[config.mk]
export PLATFORM = sky130hd
export DESIGN_NAME = spike_pdm_dac
export DESIGN_NICKNAME = d
export VERILOG_FILES = /design/src/rtl/spdac_pkg.sv /design/src/rtl/spdac_period_timer.sv /design/src/rtl/spdac_wave_rom.sv /design/src/rtl/spdac_ref_seq.sv /design/src/rtl/spdac_bit_mod.sv /design/src/rtl/spike_pdm_dac.sv
export SDC_FILE = /design/constraint.sdc
export NUM_CORES = 1
export LEC_CHECK = 0
export BUFFER_PORTS_ARGS = -buffer_cell sky130_fd_sc_hd__buf_2
export CAP_MARGIN = 10
export CORE_ASPECT_RATIO = 0.7
export CORE_UTILIZATION = 50
export CTS_CLUSTER_SIZE = 10
export DETAILED_ROUTE_END_ITERATION = 6
export GPL_TIMING_DRIVEN = 0
export MAX_ROUTING_LAYER = met4
export PLACE_DENSITY_LB_ADDON = 0.05
export SLEW_MARGIN = 40
export SYNTH_ARGS = -nofsm -noshare
export SYNTH_HDL_FRONTEND = slang
export SYNTH_SLANG_ARGS = --single-unit
[constraint.sdc]
create_clock -name clk -period 4.1 [get_ports clk]
set_input_delay 0.41 -clock clk [delete_from_list [all_inputs] [get_ports clk]]
set_output_delay 0.41 -clock clk [all_outputs]
set_load 0.01 [all_outputs]
[src/rtl/spdac_pkg.sv]
package spdac_pkg;
  typedef enum logic {
    ORDER_ACCUM    = 1'b0,
    ORDER_SCRAMBLE = 1'b1
  } order_e;
endpackage

[src/rtl/spdac_period_timer.sv]
module spdac_period_timer #(
  parameter int W = 12
) (
  input  logic         clk,
  input  logic         rst,
  input  logic         run,
  output logic [W-1:0] cnt,
  output logic         last
);
  always_ff @(posedge clk) begin
    if (rst || !run) cnt <= '0;
    else             cnt <= cnt + 1'b1;
  end

  assign last = run && (cnt == '1);
endmodule

[src/rtl/spdac_wave_rom.sv]
module spdac_wave_rom #(
  parameter int AW = 6,
  parameter int DW = 12
) (
  input  logic          clk,
  input  logic          we,
  input  logic [AW-1:0] waddr,
  input  logic [DW-1:0] wdata,
  input  logic [AW-1:0] raddr,
  output logic [DW-1:0] rdata
);
  localparam int DEPTH = 1 << AW;

  logic [DW-1:0] mem [DEPTH];

  always_ff @(posedge clk) begin
    if (we) mem[waddr] <= wdata;
    rdata <= mem[raddr];
  end
endmodule

[src/rtl/spdac_ref_seq.sv]
module spdac_ref_seq #(
  parameter int AW      = 6,
  parameter int DW      = 12,
  parameter int SUB_LOG = 2
) (
  input  logic          clk,
  input  logic          rst,
  input  logic          run,
  input  logic          ramp,
  input  logic          last,
  input  logic [DW-1:0] rom_q,
  output logic [AW-1:0] rd_addr,
  output logic [DW-1:0] ref_val
);
  localparam int SUBS  = 1 << SUB_LOG;
  localparam int SUB_W = (SUB_LOG > 0) ? SUB_LOG : 1;
  localparam int ACC_W = DW + SUB_LOG + 2;
  localparam logic [SUB_W-1:0] SUB_LAST = SUB_W'(SUBS - 1);
  localparam logic signed [ACC_W-1:0] TOPV = ACC_W'((1 << DW) - 1);

  logic [AW-1:0]           addr;
  logic [SUB_W-1:0]        sub;
  logic [DW-1:0]           cur_s;
  logic signed [ACC_W-1:0] acc;
  logic signed [DW+1:0]    diff;
  logic signed [ACC_W-1:0] acc_nx;
  logic signed [ACC_W-1:0] lin;
  logic [DW-1:0]           lin_sat;

  // next entry is read continuously; entry 0 while idle
  assign rd_addr = run ? AW'(addr + 1'b1) : '0;

  assign diff   = $signed({2'b00, rom_q}) - $signed({2'b00, cur_s});
  assign acc_nx = acc + ACC_W'(diff);
  assign lin    = acc_nx >>> SUB_LOG;

  always_comb begin
    if (lin[ACC_W-1])   lin_sat = '0;
    else if (lin > TOPV) lin_sat = '1;
    else                lin_sat = lin[DW-1:0];
  end

  always_ff @(posedge clk) begin
    if (rst) begin
      addr    <= '0;
      sub     <= '0;
      cur_s   <= '0;
      acc     <= '0;
      ref_val <= '0;
    end else if (!run) begin
      addr    <= '0;
      sub     <= '0;
      cur_s   <= rom_q;
      acc     <= ACC_W'(rom_q) << SUB_LOG;
      ref_val <= rom_q;
    end else if (last) begin
      if (sub == SUB_LAST) begin
        addr    <= AW'(addr + 1'b1);
        sub     <= '0;
        cur_s   <= rom_q;
        acc     <= ACC_W'(rom_q) << SUB_LOG;
        ref_val <= rom_q;
      end else begin
        sub     <= SUB_W'(sub + 1'b1);
        acc     <= acc_nx;
        ref_val <= ramp ? lin_sat : cur_s;
      end
    end
  end

  AST_REF_HELD: assert property (@(posedge clk) disable iff (rst)
    ($past(run) && !$past(last)) |-> $stable(ref_val));
  AST_ADDR_STEP: assert property (@(posedge clk) disable iff (rst)
    ($past(run) && addr != $past(addr)) |-> addr == AW'($past(addr) + 1'b1));
  AST_SUB0_REF: assert property (@(posedge clk) disable iff (rst)
    (sub == '0) |-> ref_val == cur_s);
endmodule

[src/rtl/spdac_bit_mod.sv]
module spdac_bit_mod
  import spdac_pkg::*;
#(
  parameter int DW = 12
) (
  input  logic          clk,
  input  logic          rst,
  input  logic          run,
  input  order_e        order,
  input  logic [DW-1:0] cnt,
  input  logic [DW-1:0] ref_val,
  output logic          bit_q
);
  logic [DW-1:0] rev;
  logic [DW-1:0] sd_acc;
  logic [DW:0]   sd_sum;
  logic          o;
  logic [DW:0]   ones_cnt;

  for (genvar i = 0; i < DW; i++) begin : g_rev
    assign rev[i] = cnt[DW-1-i];
  end

  assign sd_sum = {1'b0, sd_acc} + {1'b0, ref_val};
  assign o = (order == ORDER_SCRAMBLE) ? (rev < ref_val) : sd_sum[DW];

  always_ff @(posedge clk) begin
    if (rst || !run) begin
      sd_acc <= '0;
      bit_q  <= 1'b0;
    end else begin
      sd_acc <= sd_sum[DW-1:0];
      bit_q  <= o;
    end
  end

  // ones counted over the current period, for the duty check only
  always_ff @(posedge clk) begin
    if (rst || !run || cnt == '1) ones_cnt <= '0;
    else                          ones_cnt <= ones_cnt + (DW+1)'(o);
  end

  AST_IDLE_QUIET: assert property (@(posedge clk) disable iff (rst)
    !$past(run) |-> !bit_q);
  AST_PERIOD_DUTY: assert property (@(posedge clk) disable iff (rst)
    (run && cnt == '1) |-> (ones_cnt + (DW+1)'(o)) == {1'b0, ref_val});
endmodule

[src/rtl/spike_pdm_dac.sv]
module spike_pdm_dac
  import spdac_pkg::*;
#(
  parameter int ADDR_W  = 6,
  parameter int DATA_W  = 12,
  parameter int SUB_LOG = 2
) (
  input  logic              clk,
  input  logic              rst,
  input  logic              run_en,
  input  logic              scramble_en,
  input  logic              ramp_en,
  input  logic              load_we,
  input  logic [ADDR_W-1:0] load_addr,
  input  logic [DATA_W-1:0] load_data,
  output logic              dac_bit
);
  logic [DATA_W-1:0] cnt;
  logic              last;
  logic [ADDR_W-1:0] rd_addr;
  logic [DATA_W-1:0] rom_q;
  logic [DATA_W-1:0] ref_val;
  order_e            order;

  assign order = scramble_en ? ORDER_SCRAMBLE : ORDER_ACCUM;

  spdac_period_timer #(.W(DATA_W)) u_timer (
    .clk(clk), .rst(rst), .run(run_en), .cnt(cnt), .last(last)
  );

  spdac_wave_rom #(.AW(ADDR_W), .DW(DATA_W)) u_rom (
    .clk(clk), .we(load_we), .waddr(load_addr), .wdata(load_data),
    .raddr(rd_addr), .rdata(rom_q)
  );

  spdac_ref_seq #(.AW(ADDR_W), .DW(DATA_W), .SUB_LOG(SUB_LOG)) u_seq (
    .clk(clk), .rst(rst), .run(run_en), .ramp(ramp_en), .last(last),
    .rom_q(rom_q), .rd_addr(rd_addr), .ref_val(ref_val)
  );

  spdac_bit_mod #(.DW(DATA_W)) u_mod (
    .clk(clk), .rst(rst), .run(run_en), .order(order), .cnt(cnt),
    .ref_val(ref_val), .bit_q(dac_bit)
  );
endmodule

==> run_results.csv, run 1 <==
group,metric,value,unit
logic_synthesis,synth_edf_count,768,
grt,grt_max_degree,65,
cts,htreeDepth,3,
logic_synthesis,ys_warn_count,0,
pwr,p_leak,13.0,nW
die,die_w,322,um
worst_setup_path,crit_top_cell,"a21oi_1",
sta,drv_slew,0,
sta,finalHoldViolCount,0,
logic_synthesis,ys_seq_area_frac,0.690,
pwr,total_power,18.2,mW
grt,grt_antenna_before_repair,6,
pwr,ir_drop,0.398,mV
die,io-pin-count,25,
die,dieHeight,226,um
worst_setup_path,r2r_slack,30,ps
detailed_routing,drt_wl_total,102000,um
cts,clk_latency,670,ps
run,max_cap_violations,0,
sta,max_freq,0.246,GHz
detailed_routing,dr.pass1.iters,5,
worst_hold_path,hold_path.class,"in2reg",
sta,finalCriticalPeriod,4070,ps
cells_and_area,stdcell_area,40600,um2
detailed_routing,ant_nets,0,
sta,relSlewSlack,0.375,
placed_design,gp_congestion,0.949,
cells_and_area,drive_gt1_frac,0.177,
worst_setup_path,worstPathCellList,"ha_1 > buf_2 > nand2_1 > buf_2 > buf_1 > a211oi_1 > a311oi_1 > a21oi_1 > a21oi_1 > a21oi_1 > mux2i_1",
cts,clock_sinks,853,
grt,grt_pass1_vias,20800,
cts,cts_tree,"yes",
detailed_routing,drtIter0Drc,2693,
sta,setup_viol,0,
sta,fin_skew,22.3,ps
status,status,"finished, final reports clean",
grt,track_usage,0.295,
detailed_routing,vias,22200,
cts,cts_buffer_depth,3,
detailed_routing,via_per_inst,6.34,
worst_setup_path,critPathMaxStageDelay,580,ps
cts,holdBufCountCts,0,
cells_and_area,fin_nets,2603,
die,core-area,70400,um2
logic_synthesis,ys_ff_latch,853,
sta,rsz0062_at_grt,"yes",
sta,fin_crit_sh,0.992,
sta,fin_ws,30.8,ps
cells_and_area,finalCoreUtilization,0.577,
cts,cts.reportedPaths.clkPinSlew,60,ps
logic_synthesis,synthesis.instances,2375,
worst_setup_path,start_kind,"flip-flop",
die,initial_core_util,0.510,
die,die_area,72900,um2
logic_synthesis,syn_area,35900,um2
die,placementRows,81,
worst_setup_path,critPathSlowestCell,"buf_1",
logic_synthesis,syn_nets,2456,
grt,grt_pass1_wl,147000,um
detailed_routing,route.detailed.drc,0,
worst_setup_path,crit_required,4610,ps
worst_setup_path,worstPathMaxFanout,10,
cells_and_area,area_growth_syn_to_layout,13.2,%
sta,tightestPinTransition,935,ps
placed_design,post-dp-hpwl,68300,um
worst_setup_path,crit_type,"reg2reg",
placed_design,io_buffers,18,
worst_setup_path,endpoint_kind,"flip-flop",
logic_synthesis,async_flop_share,0,
pwr,pwr_density_cell,447,nW/um2
logic_synthesis,synth.distinct_cells,82,
worst_setup_path,arrival,4580,ps
cts,cts_made_buffers,95,
logic_synthesis,synth_flop_cell,"edfxtp_1",
placed_design,place_area,37500,um2
placed_design,place_ws,-683,ps
cts,root_buffer,"clkbuf_16",
grt,grt-ovfl-total,0,
logic_synthesis,avgSynthCellArea,15.1,um2
detailed_routing,route.detailed.wl_per_inst,29.3,um
cell type report:
cell class,count,area [um2]
Timing Repair Buffer,50,392
Fill cell,5433,29800
Tap cell,954,1190
Multi-Input combinational cell,1333,10800
Antenna cell,4,10.0
Sequential cell,853,24800
Inverter,44,168
Clock inverter,2,46.3
Buffer,145,732
Clock buffer,113,2510
layer usage:
metal	share of wire	vias to the layer above	track usage	wire length [um]
met3	0.094	134	0.0591	9680
li1	-	9569	-	-
met1	0.47	11500	0.460	48200
met2	0.42	1018	0.396	42600
met4	0.020	0	0.0608	2070
met5	0	-	-	0
worst max-delay path: cells and delay by family (launching register included):
| family | cells | cell delay, ps |
|---|---|---|
| muxes | 1 | 370 |
| and+or+nand+nor | 1 | 440 |
| DFF | 1 | 490 |
| AOI/OAI and AO/OA | 5 | 1150 |
| buffers and inverters | 3 | 1160 |
| adders and majority gates | 1 | 300 |
per-stage QoR:
step	instances	hold slack, ps	TNS, ps
5_1_grt	3497	50.3	-1720
2_1_floorplan	2375	432	0
3_5_place_dp	3354	446	-7900
4_1_cts	3490	6.60	-532
3_3_place_gp	3347	442	-7660
6_report	3498	29.7	0
layout by cell type (no fill, tap or decap), types with 28 or more instances in the layout:
master and n:
mux2i_1 129, ha_1 51, edfxtp_1 768, clkbuf_1 76
clkbuf_16 97, inv_1 41, a21oi_1 109, nor2b_1 54
nor2_2 36, nor2_4 28, nand3_1 35, buf_4 53
nand2_1 210, o21ai_0 51, buf_2 47, mux4_2 88
a311oi_1 54, o22ai_1 33, nor2_1 93, dfxtp_1 81
a211oi_1 75
flip-flops by register name, summed over array words and instances, names as in the netlist:
name / cells
u_seq.addr: 6
u_timer.cnt: 12
u_mod.sd_acc: 12
u_mod.bit_q: 1
u_rom.mem: 768
u_seq.ref_val: 12
u_seq.cur_s: 12
u_seq.acc: 16
u_rom.rdata: 12
u_seq.sub: 2
Yosys cell counts (all sizes together), types with 7 or more instances:
| library cell | instances | share of area |
|---|---|---|
| a31oi | 11 | 0.0019 |
| a221oi | 29 | 0.0077 |
| nand2 | 216 | 0.023 |
| mux2i | 129 | 0.036 |
| nor2 | 157 | 0.016 |
| nand3 | 36 | 0.0050 |
| clkbuf | 67 | 0.0070 |
| a311oi | 63 | 0.016 |
| edfxtp | 768 | 0.64 |
| nor2b | 56 | 0.010 |
| ha | 54 | 0.019 |
| a21boi | 11 | 0.0025 |
| a211oi | 76 | 0.016 |
| buf | 78 | 0.013 |
| o21ai | 56 | 0.0080 |
| a21oi | 119 | 0.017 |
| inv | 44 | 0.0046 |
| xnor2 | 23 | 0.0056 |
| o211ai | 10 | 0.0022 |
| dfxtp | 85 | 0.047 |
| mux4 | 90 | 0.057 |
| a31o | 7 | 0.0017 |
| or3 | 8 | 0.0014 |
| nand2b | 12 | 0.0021 |
| nor3 | 14 | 0.0023 |
| a21o | 7 | 0.0015 |
| o32ai | 17 | 0.0041 |
| o22ai | 34 | 0.0061 |
| xor2 | 19 | 0.0046 |
kinds of logic after synthesis:
family	synth area share
DFF	0.690
and+or+nand+nor	0.0675
AOI/OAI and AO/OA	0.0945
muxes	0.0926
buffers and inverters	0.0244
adders and majority gates	0.0205
xor gates and xnor gates	0.0109
report_power, final:
group | internal [mW] | switching, mW | total [mW]
Clock | 4.23 | 3.21 | 7.44
Sequential | 9.56 | 0.0458 | 9.61
Combinational | 0.393 | 0.739 | 1.13
final timing paths:
| check | from | end | cells past startpoint |
|---|---|---|---|
| max | u_seq.addr[0] | u_rom.rdata[9] | 11 |
| max reg2reg | u_seq.addr[0] | u_rom.rdata[9] | 11 |
| min | scramble_en | u_mod.bit_q | 3 |
| min reg2reg | u_seq.cur_s[6] | u_seq.cur_s[6] | 2 |
repair_timing:
action,in CTS,in global routing
gates cloned,1,0
buffers inserted,20,3
pin swaps,20,19
endpoints found under the setup margin,19,24
gates resized for setup,34,26
Power figures use the tool's default switching activity.
==> run 2: changes to the inputs <==
--- a/config.mk
+++ b/config.mk
@@ -17,4 +17,5 @@
 export SLEW_MARGIN = 40
 export SYNTH_ARGS = -nofsm -noshare
 export SYNTH_HDL_FRONTEND = slang
+export SYNTH_HIERARCHICAL = 1
 export SYNTH_SLANG_ARGS = --single-unit
==> run 2 against run 1 <==
- design area shrank 1.4%
- power grew 1.1%
- clock skew grew 5.0 ps
- setup slack gained 11 ps
- fmax grew 0.28%
- synthesized cell count shrank 16%
- cell count shrank 12%
- global-route usage shrank 1.7 points
- first-iteration DRC count shrank 14%
- critical path type unchanged
- largest power group unchanged
==> run_results.csv, run 2 <==
group,metric,value,unit
status,status,"finished, final reports clean",
worst_setup_path,endpoint_kind,"flip-flop",
cts,clock_sinks,853,
sta,fin_tns_setup,0,ps
cells_and_area,final_cell_mix,"edfxtp_1, mux4_2, clkbuf_16",
detailed_routing,route.detailed.wl_per_inst,30.8,um
pwr,combPwrFrac,0.066,
sta,drv_slew,0,
logic_synthesis,ys_warn_count,6,
worst_setup_path,start_kind,"flip-flop",
logic_synthesis,avgSynthCellArea,17.6,um2
cts,clk_latency,650,ps
logic_synthesis,synth_compound_area_frac,0.0628,
worst_setup_path,cp_top_family,"compound AO/OA/AOI/OAI gates",
placed_design,io_buffers,20,
pwr,p_sw_frac,0.217,
pwr,total_power,18.4,mW
cells_and_area,top_regs,"u_rom/mem (768), u_seq/acc (16)",
die,initial_core_util,0.511,
pwr,clkPwrFrac,0.411,
worst_setup_path,worstPathMaxFanout,5,
sta,rsz0062_at_grt,"yes",
sta,finalHoldViolCount,0,
logic_synthesis,ys_ff_latch,853,
worst_setup_path,critPathMaxStageDelay,510,ps
sta,relSlewSlack,0.400,
grt,grt_pass1_vias,19000,
logic_synthesis,synthTopCellsByArea,"edfxtp_1, mux4_2, dfxtp_1, ha_1, nor2_1",
cts,cts_buffer_depth,3,
worst_setup_path,crit_top_cell,"ha_4",
logic_synthesis,synth-simple-area-share,0.0516,
die,dieHeight,224,um
cells_and_area,largest_register_ffs,768,
die,io-pin-count,25,
grt,grt_antenna_before_repair,2,
die,die_area,71400,um2
cells_and_area,layout_commonest_cell,"edfxtp_1",
worst_setup_path,crit_type,"reg2reg",
detailed_routing,ant_nets,0,
detailed_routing,via_per_inst,6.46,
worst_hold_path,hold_path_end,"u_mod/bit_q",
die,placementRows,80,
logic_synthesis,syn_nets,2080,
worst_setup_path,rr_endpoint,"u_seq/ref_val[8]",
detailed_routing,route.detailed.drc,0,
cells_and_area,stdcell_area,40100,um2
grt,grt-ovfl-total,0,
logic_synthesis,yosysMostFrequentCell,"edfxtp_1",
logic_synthesis,synth_edf_count,768,
grt,grt_max_degree,65,
worst_setup_path,crit_required,4670,ps
sta,fin_crit_sh,0.990,
cells_and_area,drive_gt1_frac,0.253,
logic_synthesis,yosys-top-cells-count,"edfxtp_1, mux4_2, nor2_1, dfxtp_1, a21oi_1",
pwr,pwr-share-seq,0.523,
logic_synthesis,ys_seq_area_frac,0.704,
pwr,internal_power,14.4,mW
logic_synthesis,synth_fa_ha_area_frac,0.0213,
placed_design,place_area,36700,um2
placed_design,post-dp-hpwl,62100,um
placed_design,gp_congestion,0.922,
worst_setup_path,path_buf_inv,2,
detailed_routing,drtIter0Drc,2326,
cts,cts.reportedPaths.clkPinSlew,60,ps
worst_hold_path,worstHoldPathCells,3,
sta,finalCriticalPeriod,4060,ps
detailed_routing,dr.pass1.iters,5,
logic_synthesis,synth_flop_cell,"edfxtp_1",
worst_setup_path,critPathSlowestCell,"or4b_4",
worst_setup_path,arrival,4630,ps
pwr,p_switching,3.99,mW
cts,cts_made_buffers,95,
logic_synthesis,synth_area_leader_cell,"edfxtp_1",
logic_synthesis,synthesis.instances,1998,
worst_hold_path,hold_start,"scramble_en",
logic_synthesis,synthMuxAreaShare,0.132,
detailed_routing,vias,19900,
cells_and_area,top_register,"u_rom/mem",
sta,max_freq,0.246,GHz
logic_synthesis,synth_top_family_by_area,"multiplexers",
logic_synthesis,synth.distinct_cells,88,
cts,htreeDepth,3,
worst_setup_path,r2r_slack,40,ps
cts,root_buffer,"clkbuf_16",
worst_hold_path,hold_path.class,"in2reg",
worst_setup_path,r2r-start,"u_seq/cur_s[5]",
logic_synthesis,async_flop_share,0,
cts,cts_tree,"yes",
pwr,p_leak,12.5,nW
grt,grt_pass1_wl,135000,um
logic_synthesis,syn_area,35200,um2
logic_synthesis,synth_top_area_frac,0.656,
pwr,pwr_density_cell,459,nW/um2
worst_setup_path,r2r_cells,17,
pwr,ir_drop,0.426,mV
sta,tightestPinTransition,899,ps
sta,fin_skew,27.3,ps
run,max_cap_violations,0,
cells_and_area,fin_nets,2221,
grt,track_usage,0.278,
cts,holdBufCountCts,0,
die,core-area,68900,um2
detailed_routing,drt_wl_total,95000,um
cells_and_area,area_growth_syn_to_layout,13.9,%
sta,setup_viol,0,
die,die_w,319,um
worst_setup_path,cp.depth,17,
worst_setup_path,worstPathCellList,"inv_2 > ha_4 > a211o_4 > a21oi_4 > a2111oi_4 > o31ai_4 > or4b_4 > o311ai_4 > ha_4 > o21a_1 > o21ai_1 > a21oi_2 > o32ai_4 > xor2_4 > mux2_4 > buf_16 > a211oi_2",
logic_synthesis,synthXorXnorAreaFrac,0.00868,
run 2: worst min-delay path, delay by kind of cell:
| kind | cells | cell delay, ps |
|---|---|---|
| AOI/OAI and AO/OA | 2 | 140 |
| buffers and inverters | 1 | 100 |
run 2: stage by stage:
| stage | hold WS [ps] | instances | utilization | setup WS [ps] |
|---|---|---|---|---|
| 2_1_floorplan | 432 | 1998 | - | 0.595 |
| 3_3_place_gp | 440 | 2920 | 0.529 | -620 |
| 3_5_place_dp | 447 | 2926 | 0.533 | -686 |
| 4_1_cts | 13.2 | 3075 | 0.576 | 1.72 |
| 5_1_grt | 28.1 | 3083 | 0.582 | -67.5 |
| 6_report | 61.1 | 3084 | 0.582 | 42.3 |
run 2: power by group through the flow:
stage / logic (mW) / clock network (mW) / registers, mW
finish: 1.22 / 7.55 / 9.61
global route: 1.29 / 8.02 / 9.61
CTS: 1.11 / 7.70 / 9.60
detailed placement: 1.04 / 0 / 9.78
global placement: 1.01 / 0 / 9.78
floorplan: 0.632 / 0 / 9.76
run 2: kinds of logic after synthesis:
| family | after synthesis |
|---|---|
| DFF | 853 |
| and+or+nand+nor | 376 |
| AOI/OAI and AO/OA | 318 |
| muxes | 222 |
| buffers and inverters | 137 |
| adders and majority gates | 58 |
| xor gates and xnor gates | 34 |
run 2: how the worst max path moves through the flow:
stage / startpoint / to
2_1_floorplan: u_seq/cur_s[5] / u_seq/ref_val[2]
3_3_place_gp: u_seq/cur_s[1] / u_seq/ref_val[3]
3_5_place_dp: u_seq/cur_s[1] / u_seq/ref_val[7]
4_1_cts: u_seq/cur_s[5] / u_seq/ref_val[8]
5_1_grt: u_seq/cur_s[5] / u_seq/ref_val[7]
6_report: u_seq/cur_s[5] / u_seq/ref_val[8]
run 2: final cells by class:
type / count / area, um2
Buffer: 92 / 541
Tap cell: 902 / 1130
Inverter: 44 / 165
Antenna cell: 2 / 5.00
Sequential cell: 853 / 24800
Fill cell: 5216 / 28800
Clock buffer: 135 / 2630
Clock inverter: 3 / 32.5
Multi-Input combinational cell: 1008 / 10400
Timing Repair Buffer: 45 / 343
run 2: what timing repair did:
item                                    4_1_cts  5_1_grt
buffers inserted                             11        6
pin swaps                                    21       17
resized for setup                            47       40
gates cloned                                  1        0
endpoints found under the setup margin       19       14
run 2: metal layers:
| metal | vias up | part of all wire | track usage |
|---|---|---|---|
| li1 | 8342 | - | - |
| met5 | - | 0 | - |
| met2 | 940 | 0.42 | 0.374 |
| met4 | 0 | 0.021 | 0.0602 |
| met3 | 137 | 0.10 | 0.0742 |
| met1 | 10500 | 0.46 | 0.422 |
==> run 3: changes to the inputs <==
--- a/config.mk
+++ b/config.mk
@@ -11,7 +11,6 @@
 export CORE_UTILIZATION = 50
 export CTS_CLUSTER_SIZE = 10
 export DETAILED_ROUTE_END_ITERATION = 6
-export GPL_TIMING_DRIVEN = 0
 export MAX_ROUTING_LAYER = met4
 export PLACE_DENSITY_LB_ADDON = 0.05
 export SLEW_MARGIN = 40
==> run 3 against run 2 <==
- the run now ends with design-rule violations left
- fmax increased by 2.5%
- global-route usage shrank 2.2 points
- flip-flop and latch count unchanged
- core utilization up 0.15 points
- sequential power is essentially flat
- worst hold slack got worse by 1.7 ps
- cell count up 1.3%
- die area unchanged
- highest routed layer unchanged
==> run_results.csv, run 3 (synthesis gave the netlist of run 2 again) <==
group,metric,value,unit
sta,drv_slew,0,
worst_setup_path,rr_endpoint,"u_seq/ref_val[8]",
grt,grt-ovfl-total,0,
worst_setup_path,r2r-start,"u_seq/cur_s[5]",
grt,grt_pass1_wl,128000,um
cells_and_area,area_growth_syn_to_layout,14.2,%
die,die_w,319,um
cells_and_area,multi_input_area,10000,um2
pwr,p_leak,12.9,nW
detailed_routing,route.detailed.drc,4,
cts,cts_buffer_depth,3,
grt,grt_max_degree,65,
sta,finalHoldViolCount,0,
worst_setup_path,endpoint,"u_seq/ref_val[8]",
worst_setup_path,r2r_cells,15,
cts,htreeDepth,3,
cells_and_area,stdcell_area,40200,um2
detailed_routing,drt_wl_total,87700,um
worst_setup_path,crit_type,"reg2reg",
status,status,"finished with violations",
detailed_routing,via_per_inst,6.26,
sta,fin_crit_sh,0.965,
detailed_routing,drtIter0Drc,2703,
placed_design,io_buffers,24,
cells_and_area,fin_cells,3125,
cells_and_area,layout_commonest_cell,"edfxtp_1",
cts,clock_sinks,853,
pwr,ir_drop,0.349,mV
grt,grt_pass1_vias,19100,
sta,setup_viol,0,
cells_and_area,largest_register_ffs,768,
cts,cts_tree,"yes",
die,io-pin-count,25,
worst_setup_path,crit_required,4680,ps
worst_setup_path,crit_path_start,"u_seq/cur_s[5]",
die,die_area,71400,um2
run,max_cap_violations,0,
cts,root_buffer,"clkbuf_16",
detailed_routing,vias,19600,
worst_setup_path,critPathSlowestCell,"mux2_4",
worst_setup_path,endpoint_kind,"flip-flop",
sta,finalCriticalPeriod,3960,ps
cells_and_area,sequential_cell_area,24800,um2
cells_and_area,drive_gt1_frac,0.257,
placed_design,place_area,37200,um2
cells_and_area,fillers,5202,
cts,cts_made_buffers,96,
die,dieHeight,224,um
worst_setup_path,arrival,4530,ps
detailed_routing,dr.pass1.iters,7,
pwr,total_power,18.3,mW
cells_and_area,top_register,"u_rom/mem",
detailed_routing,ant_nets,0,
grt,grt_antenna_before_repair,4,
cells_and_area,top_regs,"u_rom/mem (768), u_seq/acc (16)",
cells_and_area,final_cell_mix,"edfxtp_1, mux4_2, buf_4",
pwr,pwr_density_cell,455,nW/um2
worst_setup_path,worstPathCellList,"inv_1 > ha_4 > a211o_1 > buf_4 > buf_4 > nor2_2 > a21oi_2 > buf_4 > o41ai_4 > ha_4 > a2111o_1 > o32ai_4 > xor2_2 > mux2_4 > a211oi_2",
status,violations,"design-rule violations",
sta,relSlewSlack,0.384,
worst_hold_path,hold_path.class,"in2reg",
sta,tightestPinTransition,918,ps
die,initial_core_util,0.511,
placed_design,dp_cells,2979,
worst_setup_path,critPathMaxStageDelay,420,ps
worst_setup_path,worstPathMaxFanout,6,
die,placementRows,80,
sta,fin_skew,17.3,ps
placed_design,gp_congestion,0.887,
cells_and_area,fin_nets,2271,
worst_setup_path,r2r_slack,140,ps
worst_setup_path,start_kind,"flip-flop",
grt,track_usage,0.256,
sta,max_freq,0.253,GHz
placed_design,post-dp-hpwl,56400,um
cts,clk_latency,660,ps
worst_setup_path,crit_top_cell,"buf_4",
die,core-area,68900,um2
cts,cts.reportedPaths.clkPinSlew,60,ps
detailed_routing,route.detailed.wl_per_inst,28.1,um
-- run 3: cell types whose count changed in the layout (fill, tap and decap cells not counted), moves of 5 or more --
cell	before	now
clkbuf_2	11	0
nor2_4	30	2
nor2_2	41	10
buf_6	16	0
o31ai_4	7	2
buf_12	1	8
o21ai_0	31	36
dfxtp_1	76	82
clkbuf_1	70	23
buf_4	44	154
nor2_1	75	134
o21ai_1	10	2
-- run 3: layout make-up --
| class | instances | share of cell area |
|---|---|---|
| Clock inverter | 12 | 0.00389 |
| Clock buffer | 119 | 0.0620 |
| Multi-Input combinational cell | 1009 | 0.250 |
| Inverter | 44 | 0.00411 |
| Antenna cell | 1 | 0.0000623 |
| Tap cell | 902 | 0.0281 |
| Sequential cell | 853 | 0.617 |
| Timing Repair Buffer | 185 | 0.0356 |
-- run 3: metal layers --
metal,GRT usage,part of all wire,routed length (um),vias to the layer above
met2,0.356,0.44,38400,738
met4,0.0578,0.017,1500,0
met3,0.0489,0.079,6930,109
met5,-,0,0,-
met1,0.390,0.47,40800,10300
li1,-,-,-,8429
-- run 3: through the flow --
stage | hold WS [ps] | TNS, ps | utilization | worst slack, ps
2_1_floorplan | 432 | 0 | - | 0.595
3_5_place_dp | 453 | -2670 | 0.540 | -248
6_report | 59.3 | 0 | 0.583 | 143
4_1_cts | 10.9 | 0 | 0.580 | 19.7
5_1_grt | 51.0 | -3.35 | 0.583 | -3.35
3_3_place_gp | 438 | -2070 | 0.540 | -197
-- run 3: power by group --
part	internal, mW	switching [mW]	leakage, nW
sequential	9.56	0.0468	7.61
combinational	0.451	0.713	4.02
clock	4.25	3.25	1.28
total	14.3	4.01	12.9
-- run 3: timing repair --
action	in CTS	in global routing
gates resized for setup	11	40
hold buffers	0	0
buffers inserted	8	6
pin swaps	14	23
gates cloned	1	0
endpoints found under the setup margin	14	18
-- run 3: worst max-delay path, delay by kind of cell, from the launching register on --
kind            cells  cell delay, ps
simple gates        1              80
mux                 1             420
flops               1             310
fa+ha+maj           2             510
buf+inv             4             510
xor+xnor            1             330
compound gates      6            1710
-- run 3: worst min-delay path by stage --
| stage | startpoint | to | slack [ps] | depth (start not counted) |
|---|---|---|---|---|
| finish | scramble_en | u_mod/bit_q | 60 | 3 |
| global placement | u_seq/cur_s[7] | u_seq/cur_s[7] | 440 | 2 |
| detailed placement | u_seq/cur_s[7] | u_seq/cur_s[7] | 450 | 2 |
| global route | scramble_en | u_mod/bit_q | 50 | 3 |
| CTS | scramble_en | u_mod/bit_q | 10 | 3 |
| floorplan | u_seq/cur_s[7] | u_seq/cur_s[7] | 430 | 2 |
